[src/rtl/rpb_pkg.sv]
package rpb_pkg;

    typedef enum logic [3:0] {
        ST_IDLE,
        ST_MODE,
        ST_PWR,
        ST_SETTLE,
        ST_PHY,
        ST_WIN,
        ST_PERST,
        ST_TRAIN,
        ST_QUIET,
        ST_READY,
        ST_FAIL
    } rpb_state_e;

    typedef struct packed {
        logic rc_mode;
        logic pwr_rel;
        logic rst_rel;
        logic phy_init;
        logic win_req;
        logic perst;
        logic train_en;
        logic cfg_ready;
        logic fail;
    } rpb_ctl_t;

    function automatic int unsigned us_to_cyc(input int unsigned mhz,
                                              input int unsigned us);
        return mhz * us;
    endfunction

    function automatic logic is_timed(input rpb_state_e s);
        return (s == ST_SETTLE) || (s == ST_PERST) ||
               (s == ST_TRAIN)  || (s == ST_QUIET);
    endfunction

    function automatic int unsigned max2(input int unsigned a,
                                         input int unsigned b);
        return (a > b) ? a : b;
    endfunction

endpackage

[src/rtl/rpb_timer.sv]
module rpb_timer #(
    parameter int unsigned W = 8
) (
    input  logic         clk,
    input  logic         rst,
    input  logic         load_i,
    input  logic [W-1:0] load_val_i,
    output logic         zero_o
);
    logic [W-1:0] cnt_q;

    always_ff @(posedge clk) begin
        if (rst) begin
            cnt_q <= '0;
        end else if (load_i) begin
            cnt_q <= load_val_i;
        end else if (cnt_q != '0) begin
            cnt_q <= cnt_q - 1'b1;
        end
    end

    assign zero_o = (cnt_q == '0);
endmodule

[src/rtl/rpb_fsm.sv]
module rpb_fsm
    import rpb_pkg::*;
#(
    parameter bit HAS_PERST = 1'b1
) (
    input  logic       clk,
    input  logic       rst,
    input  logic       start_i,
    input  logic       phy_done_i,
    input  logic       win_done_i,
    input  logic       link_up_i,
    input  logic       tmr_zero_i,
    output rpb_state_e state_q,
    output rpb_state_e state_d
);
    always_comb begin
        state_d = state_q;
        unique case (state_q)
            ST_IDLE:   if (start_i) state_d = ST_MODE;
            ST_MODE:   state_d = ST_PWR;
            ST_PWR:    state_d = ST_SETTLE;
            ST_SETTLE: if (tmr_zero_i) state_d = ST_PHY;
            ST_PHY:    if (phy_done_i) state_d = ST_WIN;
            ST_WIN:    if (win_done_i) state_d = HAS_PERST ? ST_PERST : ST_TRAIN;
            ST_PERST:  if (tmr_zero_i) state_d = ST_TRAIN;
            ST_TRAIN: begin
                if (link_up_i)       state_d = HAS_PERST ? ST_QUIET : ST_READY;
                else if (tmr_zero_i) state_d = ST_FAIL;
            end
            ST_QUIET:  if (tmr_zero_i) state_d = ST_READY;
            ST_READY:  state_d = ST_READY;
            ST_FAIL:   state_d = ST_FAIL;
            default:   state_d = ST_IDLE;
        endcase
    end

    always_ff @(posedge clk) begin
        if (rst) state_q <= ST_IDLE;
        else     state_q <= state_d;
    end
endmodule

[src/rtl/rpb_outdec.sv]
module rpb_outdec
    import rpb_pkg::*;
(
    input  rpb_state_e state_i,
    output rpb_ctl_t   ctl_o
);
    always_comb begin
        ctl_o           = '0;
        ctl_o.rc_mode   = (state_i != ST_IDLE);
        ctl_o.pwr_rel   = (state_i != ST_IDLE) && (state_i != ST_MODE);
        ctl_o.rst_rel   = ctl_o.pwr_rel && (state_i != ST_PWR);
        ctl_o.phy_init  = (state_i == ST_PHY);
        ctl_o.win_req   = (state_i == ST_WIN);
        ctl_o.perst     = (state_i == ST_PERST);
        ctl_o.train_en  = (state_i == ST_TRAIN) || (state_i == ST_QUIET) ||
                          (state_i == ST_READY);
        ctl_o.cfg_ready = (state_i == ST_READY);
        ctl_o.fail      = (state_i == ST_FAIL);
    end
endmodule

[src/rtl/rp_bringup_seq.sv]
module rp_bringup_seq
    import rpb_pkg::*;
#(
    parameter int unsigned CLK_MHZ    = 100,
    parameter int unsigned SETTLE_US  = 1000,
    parameter int unsigned PERST_US   = 100,
    parameter int unsigned QUIET_US   = 100000,
    parameter int unsigned TIMEOUT_US = 200000,
    parameter bit          HAS_PERST  = 1'b1
) (
    input  logic clk,
    input  logic rst,
    input  logic start_i,
    input  logic phy_done_i,
    input  logic win_done_i,
    input  logic link_up_i,
    output logic rc_mode_o,
    output logic pwr_rel_o,
    output logic rst_rel_o,
    output logic phy_init_o,
    output logic win_req_o,
    output logic perst_o,
    output logic train_en_o,
    output logic cfg_ready_o,
    output logic fail_o
);
    localparam int unsigned SETTLE_CYC  = us_to_cyc(CLK_MHZ, SETTLE_US);
    localparam int unsigned PERST_CYC   = us_to_cyc(CLK_MHZ, PERST_US);
    localparam int unsigned QUIET_CYC   = us_to_cyc(CLK_MHZ, QUIET_US);
    localparam int unsigned TIMEOUT_CYC = us_to_cyc(CLK_MHZ, TIMEOUT_US);
    localparam int unsigned MAX_CYC     =
        max2(max2(SETTLE_CYC, PERST_CYC), max2(QUIET_CYC, TIMEOUT_CYC));
    localparam int unsigned TW          = $clog2(MAX_CYC + 1);

    rpb_state_e   state_q, state_d;
    rpb_ctl_t     ctl;
    logic         tmr_zero;
    logic         tmr_load;
    logic [TW-1:0] tmr_val;

    rpb_fsm #(.HAS_PERST(HAS_PERST)) u_fsm (
        .clk        (clk),
        .rst        (rst),
        .start_i    (start_i),
        .phy_done_i (phy_done_i),
        .win_done_i (win_done_i),
        .link_up_i  (link_up_i),
        .tmr_zero_i (tmr_zero),
        .state_q    (state_q),
        .state_d    (state_d)
    );

    // A timed state lasts N cycles: the timer is loaded with N-1 on entry.
    assign tmr_load = (state_d != state_q) && is_timed(state_d);

    always_comb begin
        unique case (state_d)
            ST_SETTLE: tmr_val = TW'(SETTLE_CYC - 1);
            ST_PERST:  tmr_val = TW'(PERST_CYC - 1);
            ST_TRAIN:  tmr_val = TW'(TIMEOUT_CYC - 1);
            ST_QUIET:  tmr_val = TW'(QUIET_CYC - 1);
            default:   tmr_val = '0;
        endcase
    end

    rpb_timer #(.W(TW)) u_tmr (
        .clk        (clk),
        .rst        (rst),
        .load_i     (tmr_load),
        .load_val_i (tmr_val),
        .zero_o     (tmr_zero)
    );

    rpb_outdec u_dec (
        .state_i (state_q),
        .ctl_o   (ctl)
    );

    assign rc_mode_o   = ctl.rc_mode;
    assign pwr_rel_o   = ctl.pwr_rel;
    assign rst_rel_o   = ctl.rst_rel;
    assign phy_init_o  = ctl.phy_init;
    assign win_req_o   = ctl.win_req;
    assign perst_o     = ctl.perst;
    assign train_en_o  = ctl.train_en;
    assign cfg_ready_o = ctl.cfg_ready;
    assign fail_o      = ctl.fail;
endmodule

[config.mk]
export PLATFORM = sky130hd
export DESIGN_NAME = rp_bringup_seq
export DESIGN_NICKNAME = d
export VERILOG_FILES = /design/src/rtl/rpb_pkg.sv /design/src/rtl/rpb_timer.sv /design/src/rtl/rpb_fsm.sv /design/src/rtl/rpb_outdec.sv /design/src/rtl/rp_bringup_seq.sv
export SDC_FILE = /design/constraint.sdc
export NUM_CORES = 1
export LEC_CHECK = 0
export BUFFER_PORTS_ARGS = -buffer_cell sky130_fd_sc_hd__buf_2
export CELL_PAD_IN_SITES_DETAIL_PLACEMENT = 0
export CELL_PAD_IN_SITES_GLOBAL_PLACEMENT = 1
export CORE_AREA = 2 2 91 93
export CTS_CLUSTER_DIAMETER = 150
export DETAILED_ROUTE_END_ITERATION = 10
export DIE_AREA = 0 0 93 95
export GPL_TIMING_DRIVEN = 0
export PLACE_DENSITY_LB_ADDON = 0.1
export SYNTH_ARGS = -nofsm -noshare
export SYNTH_HDL_FRONTEND = slang
export SYNTH_SLANG_ARGS = --single-unit
[constraint.sdc]
create_clock -name clk -period 4.8 [get_ports clk]
set_input_delay 0.72 -clock clk [delete_from_list [all_inputs] [get_ports clk]]
set_output_delay 0.72 -clock clk [all_outputs]
set_load 0.005 [all_outputs]
==> results.cfg, run 1 <==
[sta]
drv_slew = 0
layout_skew_ns = 0.0106
worst_pin_slew_ns = 0.917
hold_viol = 0
max_freq_ghz = 0.260
grt_setup_unrepaired = false
maxSlewHeadroom = 0.380
period_needed_ns = 3.84
final_min_period_over_clock_period = 0.800
fin_worst_setup_slack_ns = 0.959
finalSetupViolCount = 0
fin_tns_setup_ns = 0

[critical_path]
ff2ff_path_depth = 13
timing.critical_path.fanout_max = 10
required_ns = 4.94
setup.worst_path.start_class = flip-flop
critPathKind = flip-flop to flip-flop
worst_ep_arrival_time_ns = 3.98
critPathCaptureType = flip-flop

[detailed_routing]
drt-pass1-iter-count = 4
avgViaCountPerCell = 4.78
drc = 0
ant_nets = 0
num_vias = 1778
drt-total-wl_um = 5780
detail_route.iter0.violations = 57
wire_per_inst_um = 15.5

[global_route]
grt_pass1_vias = 1738
overflow_after_grt = 0
maximum_number_of_pins_on_one_net_before_global_route_repair = 11
grt_pass1_wl_um = 9450
globalRouteTotalUtil = 0.140
grt_antenna_before_repair = 0

[synthesis]
yosys.area_share.xor_xnor = 0.0877
most_frequent_cells_after_synthesis = 32 x sky130_fd_sc_hd__nor2_1, 29 x sky130_fd_sc_hd__dfxtp_1, 24 x sky130_fd_sc_hd__a21oi_1
ys_ff_latch = 29
synthesis.yosys.warnings = 0
synth.cell_area_um2 = 1900
synthSimpleGateAreaFrac = 0.319
synth_top_family_by_area = simple AND/OR/NAND/NOR gates
synth.lib_cells_used.distinct = 55
synthArstFlopShare = 0
synth.net_count = 252
netlist_instances = 245
synth_compound_gate_area_share = 0.212
synth_largest_area_cell = sky130_fd_sc_hd__dfxtp_1
cell_with_the_most_instances_after_synthesis = sky130_fd_sc_hd__nor2_1
synth.area.mux_share = 0.0105
number_of_enable_flip_flop_cells_after_synthesis = 0
synth_area_leaders = sky130_fd_sc_hd__dfxtp_1 31%, sky130_fd_sc_hd__a21oi_1 6.3%, sky130_fd_sc_hd__nor2_1 6.3%, sky130_fd_sc_hd__xnor2_1 4.6%, sky130_fd_sc_hd__nand2_1 4.4%
synth.yosys.seq_area_share = 0.306
synth-main-ff-cell = sky130_fd_sc_hd__dfxtp_1
synth_area_per_cell_um2 = 7.75
synth.top_cell.area_share = 0.306
synth_adder_area_share = 0.00659

[place]
dp_hpwl_um = 4330
globalplace.congestion = 0.742
post-place-ws_ns = 0.957
placement.io_buffers = 14

[pwr]
vdd_ir_drop_max_mv = 0.187
leakagePower_nw = 0.840
post-layout-total-power_mw = 1.37
powerDensity_nw_per_um2 = 614

[die]
ios = 15
floorplan.initialDensity = 0.239
core_area_um2 = 7930
num_rows = 33
die_w_um = 93
dieHeight_um = 95
die-area_um2 = 8840

[clock_tree]
clock-root-buffer = sky130_fd_sc_hd__clkbuf_8
insertion_delay_ns = 0.29
ctsResizeCount = 0
post_cts_repair_timing_setup_buffer_count = 0
tritoncts = yes
postCtsHoldBufs = 0
clock-sinks = 29
cts_buffer_depth = 2
cts.reportedPaths.clkPinSlew_ns = 0.08
htree_num_levels = 2
tritoncts.num_buffers = 5

[run]
timing.max_cap.violations = 0

[final_layout]
fraction_of_final_layout_cells_with_drive_strength_greater_than_1 = 0.139
fill_cells = 908
diodes = 0
finalNetCount = 273
areaGrowthSynthToFinish_pct = 17.7

[worst_hold_path]
min_path_cells = 2
hold_class = flip-flop to flip-flop

[outcome]
outcome = finished, final reports clean
==> where the power goes <==
| group | switching, mW | internal, mW |
|---|---|---|
| Combinational | 0.403 | 0.281 |
| Clock | 0.105 | 0.206 |
| Sequential | 0.0645 | 0.312 |
| Total | 0.573 | 0.799 |
==> worst paths after layout <==
path                                       from         endpoint  slack, ns
worst max-delay path             u_tmr.cnt_q[0]  u_tmr.cnt_q[19]       0.96
worst min-delay path            u_tmr.cnt_q[18]  u_tmr.cnt_q[18]       0.50
worst max register to register   u_tmr.cnt_q[0]  u_tmr.cnt_q[19]       0.96
worst min register to register  u_tmr.cnt_q[18]  u_tmr.cnt_q[18]       0.50
==> flip-flops by register name, summed over array words and instances, names as in the netlist <==
register,count
u_tmr.cnt_q,25
u_fsm.state_q,4
==> per-stage QoR <==
step,area (um2),hold slack [ns],cells,util
after detailed placement,2100,0.496,364,0.265
final,2230,0.503,372,0.282
after CTS,2230,0.507,372,0.282
after global placement,2100,0.489,364,0.265
after floorplan,1900,0.462,245,-
after global routing,2230,0.529,372,0.282
==> final cells by class <==
| type | count | area (um2) | area share |
|---|---|---|---|
| Buffer | 18 | 95.1 | 0.0426 |
| Clock buffer | 5 | 68.8 | 0.0308 |
| Clock inverter | 3 | 65.1 | 0.0291 |
| Inverter | 4 | 15.0 | 0.00672 |
| Multi-Input combinational cell | 194 | 1210 | 0.541 |
| Sequential cell | 29 | 581 | 0.260 |
| Tap cell | 105 | 131 | 0.0588 |
| Timing Repair Buffer | 14 | 70.1 | 0.0314 |
==> placed cells by master (no fill, tap or decap), types with 6 or more instances in the layout <==
| cell | count |
|---|---|
| sky130_fd_sc_hd__a21oi_1 | 24 |
| sky130_fd_sc_hd__nor3_1 | 11 |
| sky130_fd_sc_hd__nor4_1 | 6 |
| sky130_fd_sc_hd__xor2_1 | 9 |
| sky130_fd_sc_hd__buf_2 | 15 |
| sky130_fd_sc_hd__nand2_1 | 22 |
| sky130_fd_sc_hd__xnor2_1 | 10 |
| sky130_fd_sc_hd__or4_1 | 6 |
| sky130_fd_sc_hd__nand2b_1 | 6 |
| sky130_fd_sc_hd__nor2_1 | 32 |
| sky130_fd_sc_hd__nand3_1 | 9 |
| sky130_fd_sc_hd__clkbuf_1 | 13 |
| sky130_fd_sc_hd__o21ai_0 | 6 |
| sky130_fd_sc_hd__dfxtp_1 | 29 |
==> critical path, cell delays in order (launching register included) <==
cell	delay, ns
sky130_fd_sc_hd__dfxtp_1	0.32
sky130_fd_sc_hd__inv_1	0.08
sky130_fd_sc_hd__ha_1	0.19
sky130_fd_sc_hd__or4b_1	0.42
sky130_fd_sc_hd__buf_2	0.18
sky130_fd_sc_hd__nor4_4	0.63
sky130_fd_sc_hd__nand2_2	0.17
sky130_fd_sc_hd__a311o_1	0.51
sky130_fd_sc_hd__xnor2_1	0.17
sky130_fd_sc_hd__or4b_4	0.52
sky130_fd_sc_hd__buf_6	0.16
sky130_fd_sc_hd__buf_6	0.15
sky130_fd_sc_hd__nand3_1	0.08
sky130_fd_sc_hd__a21oi_1	0.07
==> cell families after synthesis <==
kind of cell	count (synthesis)
xor+xnor	19
compound gates	58
flops	29
fa+ha+maj	1
simple gates	114
mux	2
buf+inv	22
==> layer usage <==
metal  vias to the layer above  GRT usage  wire, um
met1                       822      0.188      2900
met2                        21      0.225      2640
li1                        926          -         -
met5                         -          0         0
met3                         9     0.0295       152
met4                         0     0.0417        85
Power figures use the tool's default switching activity.
==> run 2, diff against run 1 <==
==> constraint.sdc (replaced) <==
create_clock -name clk -period 3.6 [get_ports clk]
set_input_delay 0.54 -clock clk [delete_from_list [all_inputs] [get_ports clk]]
set_output_delay 0.54 -clock clk [all_outputs]
set_load 0.005 [all_outputs]
==> results.cfg, run 2 (same netlist as run 1, synthesis figures left out) <==
[die]
dieHeight_um = 95
die-area_um2 = 8840
floorplan.initialDensity = 0.239
num_rows = 33
die_w_um = 93
ios = 15
core_area_um2 = 7930

[detailed_routing]
wire_per_inst_um = 15.5
detail_route.iter0.violations = 57
drt-total-wl_um = 5820
num_vias = 1797
avgViaCountPerCell = 4.79
drt-pass1-iter-count = 4
drc = 0
ant_nets = 0

[global_route]
maximum_number_of_pins_on_one_net_before_global_route_repair = 11
globalRouteTotalUtil = 0.140
grt_antenna_before_repair = 0
overflow_after_grt = 0
grt_pass1_vias = 1762
grt_pass1_wl_um = 9470

[clock_tree]
htree_num_levels = 2
postCtsHoldBufs = 0
clock-sinks = 29
tritoncts = yes
clock-root-buffer = sky130_fd_sc_hd__clkbuf_8
insertion_delay_ns = 0.29
cts.reportedPaths.clkPinSlew_ns = 0.07
tritoncts.num_buffers = 5
cts_buffer_depth = 2

[critical_path]
path_common_cell = sky130_fd_sc_hd__buf_6
worst_path_cell_chain = or4_1 -> nor4_2 -> nand2_2 -> a311o_2 -> xnor2_1 -> or4b_4 -> buf_6 -> buf_6 -> nand3_1 -> a21oi_1
required_ns = 3.73
setup.worst_path.start_class = flip-flop
critPathBufInv = 2
worst_path_largest_cell_delay_ns = 0.60
timing.critical_path.fanout_max = 10
crit_family = simple AND/OR/NAND/NOR gates
critPathCaptureType = flip-flop
worst_ep_arrival_time_ns = 3.54
critical_path.slowest_cell = sky130_fd_sc_hd__or4_1
critPathKind = flip-flop to flip-flop

[sta]
fin_worst_setup_slack_ns = 0.197
fin_tns_setup_ns = 0
layout_skew_ns = 0.0117
worst_pin_slew_ns = 0.699
final_min_period_over_clock_period = 0.945
finalSetupViolCount = 0
grt_setup_unrepaired = false
drv_slew = 0
hold_viol = 0
max_freq_ghz = 0.294
period_needed_ns = 3.40
maxSlewHeadroom = 0.534

[pwr]
p_int_mw = 1.09
post-layout-total-power_mw = 1.86
power.share.sequential = 0.270
power_switching_share = 0.415
p_comb_frac = 0.508
p_clk_frac = 0.222
total_switching_power_uw = 771
leakagePower_nw = 0.865
vdd_ir_drop_max_mv = 0.249
powerDensity_nw_per_um2 = 816

[final_layout]
area_used_by_multi_input_combinational_logic_um2 = 1230
mostFrequentLayoutCell = sky130_fd_sc_hd__nor2_1
top_register = u_tmr.cnt_q
mostFrequentLayoutCells = 32 x sky130_fd_sc_hd__nor2_1, 29 x sky130_fd_sc_hd__dfxtp_1, 24 x sky130_fd_sc_hd__a21oi_1, 22 x sky130_fd_sc_hd__nand2_1, 15 x sky130_fd_sc_hd__buf_2
diodes = 0
seqCellArea_um2 = 581
finalNetCount = 276
largest_register_ff_count = 25
final_area_um2 = 2280
fraction_of_final_layout_cells_with_drive_strength_greater_than_1 = 0.163
areaGrowthSynthToFinish_pct = 20.0
layout_top_registers = u_tmr.cnt_q: 25 flops, u_fsm.state_q: 4 flops
fill_cells = 906
finish.cell_count_without_fillers = 375

[worst_hold_path]
hold_class = flip-flop to flip-flop

[place]
numPlacedInstances = 364
placement.io_buffers = 14
globalplace.congestion = 0.742
detailed_place.area_um2 = 2100
dp_hpwl_um = 4330
post-place-ws_ns = -0.243

[outcome]
outcome = finished, final reports clean

[run]
timing.max_cap.violations = 0
[run 2: cell count changes in the layout (fill, tap and decap cells not counted), sizes merged]
| cell | before | now |
|---|---|---|
| buf | 19 | 22 |
[run 2: layout make-up]
cell class,count,area share
clock inverter,3,0.0286
multi-input combinational,194,0.540
inverter,4,0.00659
clock buffer,5,0.0302
timing repair buffer,17,0.0407
tap,105,0.0577
sequential,29,0.255
buffer,18,0.0418
[run 2: worst reg2reg max path, stage by stage, from the launching register on]
cell	delay [ns]
sky130_fd_sc_hd__dfxtp_1	0.35
sky130_fd_sc_hd__or4_1	0.60
sky130_fd_sc_hd__nor4_2	0.50
sky130_fd_sc_hd__nand2_2	0.16
sky130_fd_sc_hd__a311o_2	0.50
sky130_fd_sc_hd__xnor2_1	0.16
sky130_fd_sc_hd__or4b_4	0.51
sky130_fd_sc_hd__buf_6	0.17
sky130_fd_sc_hd__buf_6	0.16
sky130_fd_sc_hd__nand3_1	0.08
sky130_fd_sc_hd__a21oi_1	0.07
[run 2: power groups by stage]
stage	Clock (mW)	Combinational [mW]	Sequential, mW
after CTS	0.425	0.955	0.501
final	0.412	0.944	0.501
after global routing	0.438	1.05	0.517
after detailed placement	0	0.919	0.508
after floorplan	0	0.719	0.486
after global placement	0	0.923	0.509
[run 2: worst paths after layout]
check | from | to | slack (ns) | cells past startpoint
worst min-delay path | u_tmr.cnt_q[18] | u_tmr.cnt_q[18] | 0.50 | 2
worst max register to register | u_tmr.cnt_q[20] | u_tmr.cnt_q[19] | 0.20 | 10
worst min register to register | u_tmr.cnt_q[18] | u_tmr.cnt_q[18] | 0.50 | 2
worst max-delay path | u_tmr.cnt_q[20] | u_tmr.cnt_q[19] | 0.20 | 10
[run 2: repair_timing]
action                     in CTS  in global routing
gates cloned                    0                  0
setup buffers                   3                  0
setup endpoints to repair      24                 23
pin swaps                       1                  0
gates resized for setup         2                  2
[run 2: through the flow]
step / hold slack, ns / utilization
6_report: 0.503 / 0.287
5_1_grt: 0.529 / 0.287
4_1_cts: 0.507 / 0.286
3_5_place_dp: 0.496 / 0.265
3_3_place_gp: 0.489 / 0.265
2_1_floorplan: 0.462 / -
[run 2: per-layer routing]
metal	track usage	part of all wire	vias up
met5	0	0	-
met4	0.0368	0.0070	0
met3	0.0295	0.025	4
met2	0.227	0.47	23
met1	0.189	0.50	836
li1	-	-	934
==> run 3, diff against run 2 <==
--- a/config.mk
+++ b/config.mk
@@ -14,6 +14,7 @@
 export DIE_AREA = 0 0 93 95
 export GPL_TIMING_DRIVEN = 0
 export PLACE_DENSITY_LB_ADDON = 0.1
+export SETUP_SLACK_MARGIN = 0.3
 export SYNTH_ARGS = -nofsm -noshare
 export SYNTH_HDL_FRONTEND = slang
 export SYNTH_SLANG_ARGS = --single-unit
==> results.cfg, run 3 (same netlist as run 1, synthesis figures left out) <==
[outcome]
outcome = finished, final reports clean

[die]
ios = 15
die-area_um2 = 8840
dieHeight_um = 95
floorplan.initialDensity = 0.239
num_rows = 33
die_w_um = 93
core_area_um2 = 7930

[critical_path]
setup.worst_path.start_class = flip-flop
critPathCaptureType = flip-flop
worst_ep_arrival_time_ns = 3.40
required_ns = 3.82
critPathKind = flip-flop to flip-flop
timing.critical_path.fanout_max = 8

[sta]
period_needed_ns = 3.18
maxSlewHeadroom = 0.525
worst_pin_slew_ns = 0.711
fin_tns_setup_ns = 0
finalSetupViolCount = 0
grt_setup_unrepaired = true
hold_viol = 0
layout_skew_ns = 0.00897
max_freq_ghz = 0.314
final_min_period_over_clock_period = 0.885
drv_slew = 0

[run]
timing.max_cap.violations = 0

[clock_tree]
postCtsHoldBufs = 0
cts_buffer_depth = 2
tritoncts.num_buffers = 5
insertion_delay_ns = 0.29
htree_num_levels = 2
clock-sinks = 29
clock-root-buffer = sky130_fd_sc_hd__clkbuf_8
tritoncts = yes
cts.reportedPaths.clkPinSlew_ns = 0.07

[detailed_routing]
num_vias = 1880
drt-total-wl_um = 6170
avgViaCountPerCell = 4.87
ant_nets = 0
wire_per_inst_um = 16.0
drc = 0
drt-pass1-iter-count = 4
detail_route.iter0.violations = 79

[pwr]
vdd_ir_drop_max_mv = 0.243
powerDensity_nw_per_um2 = 803
post-layout-total-power_mw = 1.97
leakagePower_nw = 0.950

[worst_hold_path]
hold_class = flip-flop to flip-flop

[final_layout]
finalNetCount = 287
mostFrequentLayoutCells = 32 x sky130_fd_sc_hd__nor2_1, 27 x sky130_fd_sc_hd__dfxtp_1, 22 x sky130_fd_sc_hd__nand2_1, 21 x sky130_fd_sc_hd__a21oi_1, 14 x sky130_fd_sc_hd__buf_2
fraction_of_final_layout_cells_with_drive_strength_greater_than_1 = 0.249
mostFrequentLayoutCell = sky130_fd_sc_hd__nor2_1
diodes = 0
largest_register_ff_count = 25
final_core_utilization = 0.309
areaGrowthSynthToFinish_pct = 29.1
final_area_um2 = 2450
top_register = u_tmr.cnt_q
layout_top_registers = u_tmr.cnt_q: 25 flops, u_fsm.state_q: 4 flops

[global_route]
globalRouteTotalUtil = 0.147
grt_pass1_vias = 1877
grt_pass1_wl_um = 9980
grt_antenna_before_repair = 0
maximum_number_of_pins_on_one_net_before_global_route_repair = 11
overflow_after_grt = 0

[place]
detailed_place.area_um2 = 2100
placement.io_buffers = 14
globalplace.congestion = 0.742
dp_hpwl_um = 4370
run 3: cell types whose count changed in the layout (fill, tap and decap cells not counted), moves of 2 or more:
cell / delta
sky130_fd_sc_hd__dfxtp_1: -2
sky130_fd_sc_hd__a21oi_2: +3
sky130_fd_sc_hd__bufinv_16: -2
sky130_fd_sc_hd__inv_2: +2
sky130_fd_sc_hd__inv_1: -2
sky130_fd_sc_hd__a21oi_1: -3
sky130_fd_sc_hd__clkbuf_1: -2
sky130_fd_sc_hd__dfxtp_2: +2
sky130_fd_sc_hd__clkbuf_2: +2
sky130_fd_sc_hd__buf_4: +9
run 3: final timing paths:
path	startpoint	end	slack, ns	depth (start not counted)
setup / recovery	u_tmr.cnt_q[20]	u_tmr.cnt_q[10]	0.42	11
setup reg to reg	u_tmr.cnt_q[20]	u_tmr.cnt_q[10]	0.42	11
hold / removal	u_tmr.cnt_q[18]	u_tmr.cnt_q[18]	0.51	2
hold reg to reg	u_tmr.cnt_q[18]	u_tmr.cnt_q[18]	0.51	2
run 3: final cells by class:
| class | count | area [um2] |
|---|---|---|
| inverter | 4 | 15.0 |
| clock inverter | 2 | 10.0 |
| fill | 912 | 5480 |
| sequential | 29 | 583 |
| buffer | 18 | 124 |
| timing repair buffer | 28 | 204 |
| tap | 105 | 131 |
| clock buffer | 6 | 72.6 |
| multi-input combinational | 194 | 1310 |
run 3: report_power, final:
group / leakage [nW] / total, mW / switching (mW) / internal (mW)
Combinational: 0.667 / 1.19 / 0.620 / 0.575
Clock: 0.0450 / 0.266 / 0.132 / 0.134
Sequential: 0.238 / 0.507 / 0.0895 / 0.418
run 3: critical path, stage by stage (launching register included):
cell and delay (ns):
sky130_fd_sc_hd__dfxtp_1 0.34, sky130_fd_sc_hd__or4_1 0.62, sky130_fd_sc_hd__nor4_4 0.41, sky130_fd_sc_hd__and2_4 0.21
sky130_fd_sc_hd__buf_6 0.11, sky130_fd_sc_hd__o21ai_4 0.06, sky130_fd_sc_hd__nor4bb_4 0.17, sky130_fd_sc_hd__buf_6 0.13
sky130_fd_sc_hd__or4b_4 0.53, sky130_fd_sc_hd__buf_8 0.16, sky130_fd_sc_hd__bufbuf_16 0.27, sky130_fd_sc_hd__a21oi_1 0.11
run 3: per-stage QoR:
stage	instances	worst slack [ns]	hold WS, ns
6_report	386	0.416	0.505
3_3_place_gp	364	-0.199	0.491
3_5_place_dp	364	-0.125	0.504
4_1_cts	385	0.290	0.514
5_1_grt	386	0.292	0.544
2_1_floorplan	245	0.402	0.462
run 3: metal layers:
metal  part of all wire  global-route usage  up-vias
li1                   -                   -      954
met1               0.50               0.195      898
met2               0.47               0.248       22
met3              0.020              0.0263        6
met4             0.0096              0.0331        0
met5                  0                   0        -
run 3: what timing repair did:
action / in CTS / in global routing
cloned: 1 / 0
setup endpoints to repair: 25 / 24
pin swaps: 5 / 3
resized for setup: 26 / 12
buffers inserted: 12 / 1
